File: src/rtl/vblk_ctx_pkg.sv
package vblk_ctx_pkg;
  typedef enum logic [1:0] {
    ST_SCALAR = 2'b00,
    ST_HDR    = 2'b01,
    ST_LEN    = 2'b10,
    ST_RUN    = 2'b11
  } vstat_e;
endpackage

File: src/rtl/vblk_csr_chk.sv
module vblk_csr_chk
  import vblk_ctx_pkg::*;
#(
  parameter int XLEN  = 16,
  parameter int IMM_W = 5,
  localparam int PTR_W = XLEN - 2
) (
  input  vstat_e             status_i,
  input  logic               csr_wr_i,
  input  logic               csr_imm_i,
  input  logic [XLEN-1:0]    csr_wdata_i,
  input  logic [PTR_W-1:0]   blk_len_i,
  output logic               wr_ok_o,
  output logic               wr_bad_o,
  output logic [PTR_W-1:0]   wr_val_o
);
  logic [XLEN-1:0] imm_val;
  logic [XLEN-1:0] cand;
  logic [XLEN-1:0] bound;

  generate
    if (IMM_W < XLEN) begin : g_imm_ext
      assign imm_val = {{(XLEN-IMM_W){1'b0}}, csr_wdata_i[IMM_W-1:0]};
    end else begin : g_imm_full
      assign imm_val = csr_wdata_i;
    end
  endgenerate

  assign bound = {2'b00, blk_len_i};

  always_comb begin
    cand     = csr_imm_i ? imm_val : csr_wdata_i;
    wr_val_o = cand[PTR_W-1:0];
    wr_ok_o  = csr_wr_i && (status_i == ST_RUN) && (cand < bound);
    wr_bad_o = csr_wr_i && !wr_ok_o;
  end
endmodule

File: src/rtl/vblk_seq.sv
module vblk_seq
  import vblk_ctx_pkg::*;
(
  input  logic   clk,
  input  logic   rst,
  input  logic   ev_start_i,
  input  logic   ev_hdr_i,
  input  logic   ev_len_i,
  input  logic   ev_ctx_i,
  input  logic   ev_done_i,
  input  logic   wrap_i,
  input  logic   trap_enter_i,
  input  logic   trap_ret_i,
  output vstat_e status_o,
  output logic   run_ok_o
);
  vstat_e status_q, status_d;
  logic   armed_q, armed_d;
  logic   in_trap_q;

  always_comb begin
    status_d = status_q;
    armed_d  = armed_q;
    if (ev_done_i || wrap_i) begin
      status_d = ST_SCALAR;
      armed_d  = 1'b0;
    end else begin
      unique case (status_q)
        ST_SCALAR: begin
          if (armed_q && ev_hdr_i) begin
            status_d = ST_HDR;
            armed_d  = 1'b0;
          end else if (ev_start_i) begin
            armed_d = 1'b1;
          end
        end
        ST_HDR: if (ev_len_i) status_d = ST_LEN;
        ST_LEN: if (ev_ctx_i) status_d = ST_RUN;
        ST_RUN: if (trap_ret_i) status_d = ST_LEN;
        default: status_d = ST_SCALAR;
      endcase
    end
  end

  always_ff @(posedge clk) begin
    if (rst) begin
      status_q  <= ST_SCALAR;
      armed_q   <= 1'b0;
      in_trap_q <= 1'b0;
    end else begin
      status_q <= status_d;
      armed_q  <= armed_d;
      if (trap_enter_i)    in_trap_q <= 1'b1;
      else if (trap_ret_i) in_trap_q <= 1'b0;
    end
  end

  assign status_o = status_q;
  assign run_ok_o = (status_q == ST_RUN) && !in_trap_q;

  a_r2_leave_scalar_one_step: assert property (@(posedge clk) disable iff (rst)
    status_q == ST_SCALAR |=> status_q inside {ST_SCALAR, ST_HDR});
  a_r3_hdr_needs_start: assert property (@(posedge clk) disable iff (rst)
    (status_q == ST_SCALAR && !armed_q) |=> status_q == ST_SCALAR);
  a_r5_done_clears_status: assert property (@(posedge clk) disable iff (rst)
    ev_done_i |=> status_q == ST_SCALAR);
  a_r10_trap_rollback: assert property (@(posedge clk) disable iff (rst)
    (status_q == ST_RUN && trap_ret_i && !ev_done_i && !wrap_i) |=> status_q == ST_LEN);
endmodule

File: src/rtl/vblk_ptr.sv
module vblk_ptr #(
  parameter int PTR_W  = 14,
  parameter int STEP_W = 3
) (
  input  logic              clk,
  input  logic              rst,
  input  logic [PTR_W-1:0]  blk_len_i,
  input  logic              adv_i,
  input  logic [STEP_W-1:0] step_i,
  input  logic              csr_wr_i,
  input  logic              run_ok_i,
  input  logic              wr_ok_i,
  input  logic [PTR_W-1:0]  wr_val_i,
  input  logic              done_i,
  output logic [PTR_W-1:0]  ptr_o,
  output logic              wrap_o
);
  logic [PTR_W-1:0] ptr_q;
  logic [PTR_W:0]   sum;
  logic             adv_eff;

  assign adv_eff = adv_i && run_ok_i && !csr_wr_i;
  assign sum     = {1'b0, ptr_q} + {{(PTR_W+1-STEP_W){1'b0}}, step_i};
  assign wrap_o  = adv_eff && (sum >= {1'b0, blk_len_i});

  always_ff @(posedge clk) begin
    if (rst || done_i || wrap_o) ptr_q <= '0;
    else if (wr_ok_i)            ptr_q <= wr_val_i;
    else if (adv_eff)            ptr_q <= sum[PTR_W-1:0];
  end

  assign ptr_o = ptr_q;

  a_r6_write_lands: assert property (@(posedge clk) disable iff (rst)
    (wr_ok_i && !done_i) |=> ptr_q == $past(wr_val_i));
  a_r11_hold_when_blocked: assert property (@(posedge clk) disable iff (rst)
    (!run_ok_i && !wr_ok_i && !done_i) |=> $stable(ptr_q));
  a_r4_wrap_clears: assert property (@(posedge clk) disable iff (rst)
    wrap_o |=> ptr_q == '0);
endmodule

File: src/rtl/vblk_ctx.sv
module vblk_ctx
  import vblk_ctx_pkg::*;
#(
  parameter int XLEN   = 16,
  parameter int IMM_W  = 5,
  parameter int STEP_W = 3,
  localparam int PTR_W = XLEN - 2
) (
  input  logic              clk,
  input  logic              rst,
  input  logic              ev_start_i,
  input  logic              ev_hdr_i,
  input  logic              ev_len_i,
  input  logic              ev_ctx_i,
  input  logic              ev_done_i,
  input  logic              adv_i,
  input  logic [STEP_W-1:0] step_i,
  input  logic [PTR_W-1:0]  blk_len_i,
  input  logic              trap_enter_i,
  input  logic              trap_ret_i,
  input  logic              csr_rd_i,
  input  logic              csr_wr_i,
  input  logic              csr_imm_i,
  input  logic [XLEN-1:0]   csr_wdata_i,
  output logic [1:0]        status_o,
  output logic [PTR_W-1:0]  opptr_o,
  output logic [XLEN-1:0]   csr_rdata_o,
  output logic              illegal_o
);
  vstat_e           status;
  logic             run_ok, wrap;
  logic             wr_ok, wr_bad;
  logic [PTR_W-1:0] wr_val, ptr;
  logic [XLEN-1:0]  rdata_q;
  logic             illegal_q;

  vblk_seq u_seq (
    .clk(clk), .rst(rst),
    .ev_start_i(ev_start_i), .ev_hdr_i(ev_hdr_i), .ev_len_i(ev_len_i),
    .ev_ctx_i(ev_ctx_i), .ev_done_i(ev_done_i), .wrap_i(wrap),
    .trap_enter_i(trap_enter_i), .trap_ret_i(trap_ret_i),
    .status_o(status), .run_ok_o(run_ok)
  );

  vblk_csr_chk #(.XLEN(XLEN), .IMM_W(IMM_W)) u_chk (
    .status_i(status), .csr_wr_i(csr_wr_i), .csr_imm_i(csr_imm_i),
    .csr_wdata_i(csr_wdata_i), .blk_len_i(blk_len_i),
    .wr_ok_o(wr_ok), .wr_bad_o(wr_bad), .wr_val_o(wr_val)
  );

  vblk_ptr #(.PTR_W(PTR_W), .STEP_W(STEP_W)) u_ptr (
    .clk(clk), .rst(rst), .blk_len_i(blk_len_i),
    .adv_i(adv_i), .step_i(step_i), .csr_wr_i(csr_wr_i),
    .run_ok_i(run_ok), .wr_ok_i(wr_ok), .wr_val_i(wr_val),
    .done_i(ev_done_i), .ptr_o(ptr), .wrap_o(wrap)
  );

  always_ff @(posedge clk) begin
    if (rst) begin
      rdata_q   <= '0;
      illegal_q <= 1'b0;
    end else begin
      if (csr_rd_i) rdata_q <= {ptr, status};
      illegal_q <= wr_bad;
    end
  end

  assign status_o    = status;
  assign opptr_o     = ptr;
  assign csr_rdata_o = rdata_q;
  assign illegal_o   = illegal_q;

  a_r8_flag_raised: assert property (@(posedge clk) disable iff (rst)
    wr_bad |=> illegal_o);
  a_r8_state_kept: assert property (@(posedge clk) disable iff (rst)
    (wr_bad && !ev_done_i && !trap_ret_i && !adv_i) |=> ($stable(status_o) && $stable(opptr_o)));
  a_r9_read_full: assert property (@(posedge clk) disable iff (rst)
    csr_rd_i |=> csr_rdata_o == {$past(opptr_o), $past(status_o)});
endmodule

File: config.mk
export PLATFORM = sky130hd
export DESIGN_NAME = vblk_ctx
export DESIGN_NICKNAME = d
export VERILOG_FILES = /design/src/rtl/vblk_ctx_pkg.sv /design/src/rtl/vblk_csr_chk.sv /design/src/rtl/vblk_seq.sv /design/src/rtl/vblk_ptr.sv /design/src/rtl/vblk_ctx.sv
export SDC_FILE = /design/constraint.sdc
export NUM_CORES = 1
export LEC_CHECK = 0
export ABC_AREA = 1
export BUFFER_PORTS_ARGS = -buffer_cell sky130_fd_sc_hd__clkbuf_2
export CORE_ASPECT_RATIO = 0.8
export CORE_MARGIN = 5
export CORE_UTILIZATION = 45
export CTS_CLUSTER_SIZE = 24
export DETAILED_ROUTE_END_ITERATION = 10
export PLACE_DENSITY = 0.69
export SLEW_MARGIN = 20
export SYNTH_ARGS = -nofsm -noshare
export SYNTH_HDL_FRONTEND = slang
export SYNTH_HIERARCHICAL = 1
export SYNTH_SLANG_ARGS = --single-unit
File: constraint.sdc
create_clock -name clk -period 5.4 [get_ports clk]
set_input_delay 0.54 -clock clk [delete_from_list [all_inputs] [get_ports clk]]
set_output_delay 0.54 -clock clk [all_outputs]
set_load 0.005 [all_outputs]
== Word-level counts from Yosys, hierarchy flattened ==
Cells that the tools add are included.

* Add/sub/neg operators: 1
* Multiply operators: 0
* Div/mod/pow operators: 0
* Order comparisons: 2
* Equality and inequality tests: 7
* Shifts and indexed selects: 0
* Multiplexer cells: 12
* Bitwise operators: 0
* Reductions and logical operators: 21

{| class="wikitable"
|+ Operator list
! operator !! count
|-
| $mux 14 || 2
|-
| $lt 16x14->1 || 1
|-
| $mux 16 || 1
|-
| $add 14x3->15 || 1
|-
| $ge 15x14->1 || 1
|-
| $logic_and 1x1->1 || 8
|-
| $mux 2 || 4
|-
| $pmux 2 s4 || 1
|-
| $ne 2x2->1 const B || 3
|-
| $reduce_bool 2->1 || 3
|-
| $eq 2x2->1 const B || 2
|-
| $mux 1 || 4
|-
| $reduce_and 4->1 || 1
|-
| $logic_not 1->1 || 3
|-
| $logic_or 1x1->1 || 3
|-
| $eq 2x1->1 const B || 1
|-
| $logic_not 2->1 || 1
|-
| $ne 2x1->1 const B || 1
|-
| $reduce_and 2->1 || 1
|-
| $reduce_or 2->1 || 1
|}

* Register bits: 35
* Latch bits: 0
* RAM bits: 0
* Memory bits (read-only): 0
* Output and inout bits: 33
* Word-level logic and storage cells: 49
* Memories kept: 0

== Longest topological paths before layout ==
* Depth in word-level cells: 7
* Mapped depth: 24
* Mapped depth without buffers: 24

== Hierarchy ==
The synthesis kept the hierarchy.

{| class="wikitable"
|+ By module, submodules not included
! module !! instances !! cells each !! area each (µm²)
|-
| vblk_ptr || 1 || 249 || 1521.5
|-
| vblk_ctx || 1 || 104 || 690.7
|-
| vblk_csr_chk || 1 || 90 || 518.0
|-
| vblk_seq || 1 || 33 || 219.0
|}

== Least setup slack after synthesis ==
OpenSTA, ideal clock, no wires.

* Path kind: input port to flip-flop
* Start point: input step_i[0]
* End point: register u_seq.armed_q
* Library setup time: 78 ps
* Arrival: 2930 ps
* Path slack: 2392 ps
* Stages: 22
* Cell sequence: ha_1 inv_1 fa_1 inv_1 nand2_1 nand2_1 nand2_1 o21ai_0 inv_1 ha_1 a21o_1 nor2_1 nand2_1 nand2_1 nand2_1 nand2_1 nand2_1 nand2_2 inv_1 nor3_2 inv_1 nor3_1

* Word-level cells in the longest chain between the ends: 5

{| class="wikitable"
|+ RTL lines
! what !! RTL line !! RTL
|-
| start: declaration || vblk_ctx.sv:17 || <nowiki>input logic [STEP_W-1:0] step_i,</nowiki>
|-
| $add 14x3->15 || vblk_ptr.sv:23 || <nowiki>assign sum = {1'b0, ptr_q} + {{(PTR_W+1-STEP_W){1'b0}}, step_i};</nowiki>
|-
| $ge 15x14->1 || vblk_ptr.sv:24 || <nowiki>assign wrap_o = adv_eff && (sum >= {1'b0, blk_len_i});</nowiki>
|-
| $logic_and 1x1->1 || vblk_ptr.sv:24 ||
|-
| net wrap || vblk_ctx.sv:31 || <nowiki>logic run_ok, wrap;</nowiki>
|-
| $logic_or 1x1->1 || vblk_seq.sv:24 || <nowiki>if (ev_done_i || wrap_i) begin</nowiki>
|-
| $reduce_or 2->1 (no line) || n/a ||
|-
| end signal: assignment || vblk_seq.sv:52 || <nowiki>armed_q <= armed_d;</nowiki>
|-
| end: declaration || vblk_seq.sv:18 || <nowiki>logic armed_q, armed_d;</nowiki>
|}

The timed path passes the listed nets, and every way through them passes these cells.
A chain may end at the register's enable or synchronous reset.

== Worst setup path in the final report ==
* Start point: register u_ptr.ptr_q[0] (netlist: u_ptr/ptr_o[0])
* End point: register u_seq.armed_q

* Word-level cells in the longest chain between the ends: 5

{| class="wikitable"
|+ RTL lines
! what !! RTL line !! RTL
|-
| start: declaration || vblk_ptr.sv:18 || <nowiki>logic [PTR_W-1:0] ptr_q;</nowiki>
|-
| start signal: assignment || vblk_ptr.sv:28 || <nowiki>else if (wr_ok_i) ptr_q <= wr_val_i;</nowiki>
|-
| start signal: assignment || vblk_ptr.sv:29 || <nowiki>else if (adv_eff) ptr_q <= sum[PTR_W-1:0];</nowiki>
|-
| $add 14x3->15 || vblk_ptr.sv:23 ||
|-
| $ge 15x14->1 || vblk_ptr.sv:24 ||
|-
| $logic_and 1x1->1 || vblk_ptr.sv:24 ||
|-
| net wrap || vblk_ctx.sv:31 ||
|-
| $logic_or 1x1->1 || vblk_seq.sv:24 ||
|-
| $reduce_or 2->1 (no line) || n/a ||
|}

The timed path passes the listed nets, and every way through them passes these cells.

==> impl_metrics.toml <==
[run_status]
status = "finished, final reports clean"

[grt]
grt_start_max_net_pins = 33
grt_pass1_vias = 2747
grt_overflow = 0
antenna_found_initial = 0
grt_usage_pct = 17.2
grt_pass1_wl_um = 11600

[timing]
tightest_slew_ns = 0.604
period_share_pct = 58.9
fmax_mhz = 314
setup_viol = 0
period_minus_slack_ns = 3.18
slew_viol_final = 0
tns_ns = 0
clock-skew-final_ns = 0.00580
final_hold_viol_count = 0
rsz0062_at_grt = "false"
slew_headroom_pct = 59.7

[critical_path]
rr_worst_depth = 22
critPathMaxFanout = 4
crit_path_start = "u_ptr/ptr_o[0]"
critPathBufInv = 5
cp.required_ns = 5.60
start_kind = "register"
cpMostUsedCell = "nand2_1"
worstSetupEndpointType = "register"
slowest_delay_ns = 0.39
crit_family = "simple AND/OR/NAND/NOR gates"
crit_type = "register to register"
rr_startpoint = "u_ptr/ptr_o[0]"
worstPathArrival_ns = 3.39
cpMaxStageDelayCell = "fa_1"
cp.depth = 22
crit_path_cell_trace = "ha_1 -> inv_1 -> fa_1 -> inv_1 -> nand2_1 -> nand2_1 -> nand2_1 -> o21ai_0 -> inv_1 -> ha_1 -> a21o_1 -> nor2_1 -> nand2_1 -> nand2_1 -> nand2_1 -> nand2_1 -> nand2_1 -> nand2_2 -> inv_1 -> nor3_2 -> inv_1 -> nor3_1"

[route]
drc_errors = 0
dr.pass1.iters = 5
via_count = 2871
antenna_left = 0
wl_per_cell_um = 10.7
drt-total-wl_um = 6780
dr.first_iter.drc_count = 126
via_per_inst = 4.54

[cts]
clkTransAtPathRegs_ns = 0.06
cts_tree = "built"
htree_levels = 2
clkLatencyLatePin_ns = 0.28
cts_hold_buf = 0
cts-root-buf = "clkbuf_8"
cts_resized = 0
post_cts_buffers = 0
clock_path_buffers = 2
cts_buffers = 5
cts_sinks = 35

[floorplan]
core_um2 = 6380
ios = 79
start_util_pct = 46.3
die_y_um = 82.4
num_rows = 26
die_w_um = 101
dieArea_um2 = 8280

[finish]
syn_to_final_growth_pct = 16.5
antenna_cells = 0
final_cell_mix = "126 x nand2_1, 109 x inv_1, 78 x clkbuf_2"
layout-drive-gt1-share_pct = 20.9
final_core_util_pct = 53.9
final_nets = 625
final_common_cell = "nand2_1"

[yosys]
synth_warnings = 6
seq_area_frac_synth_pct = 23.8
yosys.cell_types.count = 36
yosys_register_bits = 35
syn_area_um2 = 2950
syn_nets = 553
avgSynthCellArea_um2 = 6.20
synthCells = 476

[place]
dp_hpwl_um = 5830
gp_congestion = 0.879
port_buffers = 78

[pwr]
seqPwrFrac_pct = 47.7
vdd_drop_max_mv = 0.0913
power_density_nw_per_um2 = 165
p_comb_share_pct = 16.6
switchingPower_mw = 0.142
power_frac_clock_pct = 35.8
switching_share_pct = 25.2
intPower_mw = 0.423
leakagePower_nw = 1.94

[worst_hold_path]
hold_start = "csr_rdata_o[0]"
hold_class = "register to register"
holdPathStages = 2

[job]
cap_violations = 0
cells by family after synthesis:
| logic type | after synthesis | synth area share [%] |
|---|---|---|
| DFF | 35 | 23.8 |
| and+or+nand+nor | 247 | 35.7 |
| buffers and inverters | 126 | 18.1 |
| adders and majority gates | 31 | 13.4 |
| xor gates and xnor gates | 5 | 1.48 |
| AOI/OAI and AO/OA | 32 | 7.55 |
metrics by stage:
stage	setup WS, ns	hold slack [ns]	instance area, µm²	power (mW)	instances
after global routing	1.87	0.503	3430	0.605	633
after global placement	2.13	0.458	3330	0.367	625
final	2.22	0.471	3430	0.566	633
after floorplan	2.39	0.457	2950	0.339	476
after detailed placement	1.98	0.462	3330	0.370	625
after CTS	2.21	0.472	3430	0.575	633
worst min-delay path, stage by stage (launching register included):
cell     delay (ns)
dfxtp_1        0.31
nor2_1         0.08
nor2_1         0.05
power by group through the flow:
stage	combinational [mW]	clock [mW]	sequential [mW]
4_1_cts	0.0953	0.211	0.269
5_1_grt	0.110	0.225	0.270
2_1_floorplan	0.0629	0	0.276
3_5_place_dp	0.0947	0	0.275
6_report	0.0937	0.202	0.270
3_3_place_gp	0.0921	0	0.275
per-layer routing:
layer  wire [µm]  share of wire [%]  vias to the layer above  track usage, %
met5           0                  0                        -               0
met4          54               0.80                        0            3.50
met3         522                7.7                        8            4.79
met2        2930                 43                       86            28.2
met1        3270                 48                     1214            22.7
li1            -                  -                     1563               -
synth_stat cells:
cell type | instances | area [µm²]
buf_6 | 4 | 45.0
clkbuf_1 | 2 | 7.51
xnor2_1 | 1 | 8.76
o21bai_4 | 1 | 18.8
inv_2 | 3 | 11.3
buf_2 | 1 | 5.00
a21o_1 | 1 | 7.51
nor2_2 | 15 | 93.8
o21bai_1 | 2 | 15.0
nor3_1 | 5 | 25.0
nand2_1 | 126 | 473
nand4_1 | 3 | 18.8
nor2_1 | 68 | 255
inv_1 | 109 | 409
a21oi_2 | 2 | 17.5
nand3_1 | 18 | 90.1
or2_2 | 1 | 6.26
buf_8 | 1 | 15.0
and2_1 | 3 | 18.8
a21oi_4 | 1 | 16.3
xor2_1 | 4 | 35.0
buf_4 | 5 | 37.5
clkinv_1 | 1 | 3.75
nand3b_1 | 1 | 7.51
a22o_1 | 1 | 8.76
o21ai_0 | 6 | 30.0
a21oi_1 | 12 | 60.1
nand2_2 | 2 | 12.5
o221ai_1 | 3 | 26.3
fa_1 | 1 | 20.0
dfxtp_1 | 35 | 701
o211ai_1 | 3 | 22.5
ha_1 | 30 | 375
nand3_2 | 3 | 30.0
nor3_2 | 1 | 10.0
nand2_4 | 1 | 11.3
sequential cells by signal, summed over array words and instances, names as in the netlist:
signal,count
illegal_o,1
u_seq/in_trap_q,1
u_seq/status_o,2
csr_rdata_o,16
u_ptr/ptr_o,14
u_seq/armed_q,1
final cells by class:
class	instances	area (µm²)
tap	84	105
clock buffer	8	100
timing repair buffer	78	390
inverter	113	424
fill	682	2940
multi-input combinational	315	1710
sequential	35	701
path summary, 6_finish.rpt:
check	to	slack, ns
setup reg to reg	u_seq/armed_q	2.22
hold reg to reg	csr_rdata_o[0]	0.47
hold / removal	csr_rdata_o[0]	0.47
setup / recovery	u_seq/armed_q	2.22
No activity file was read; power rests on OpenSTA's default activity.
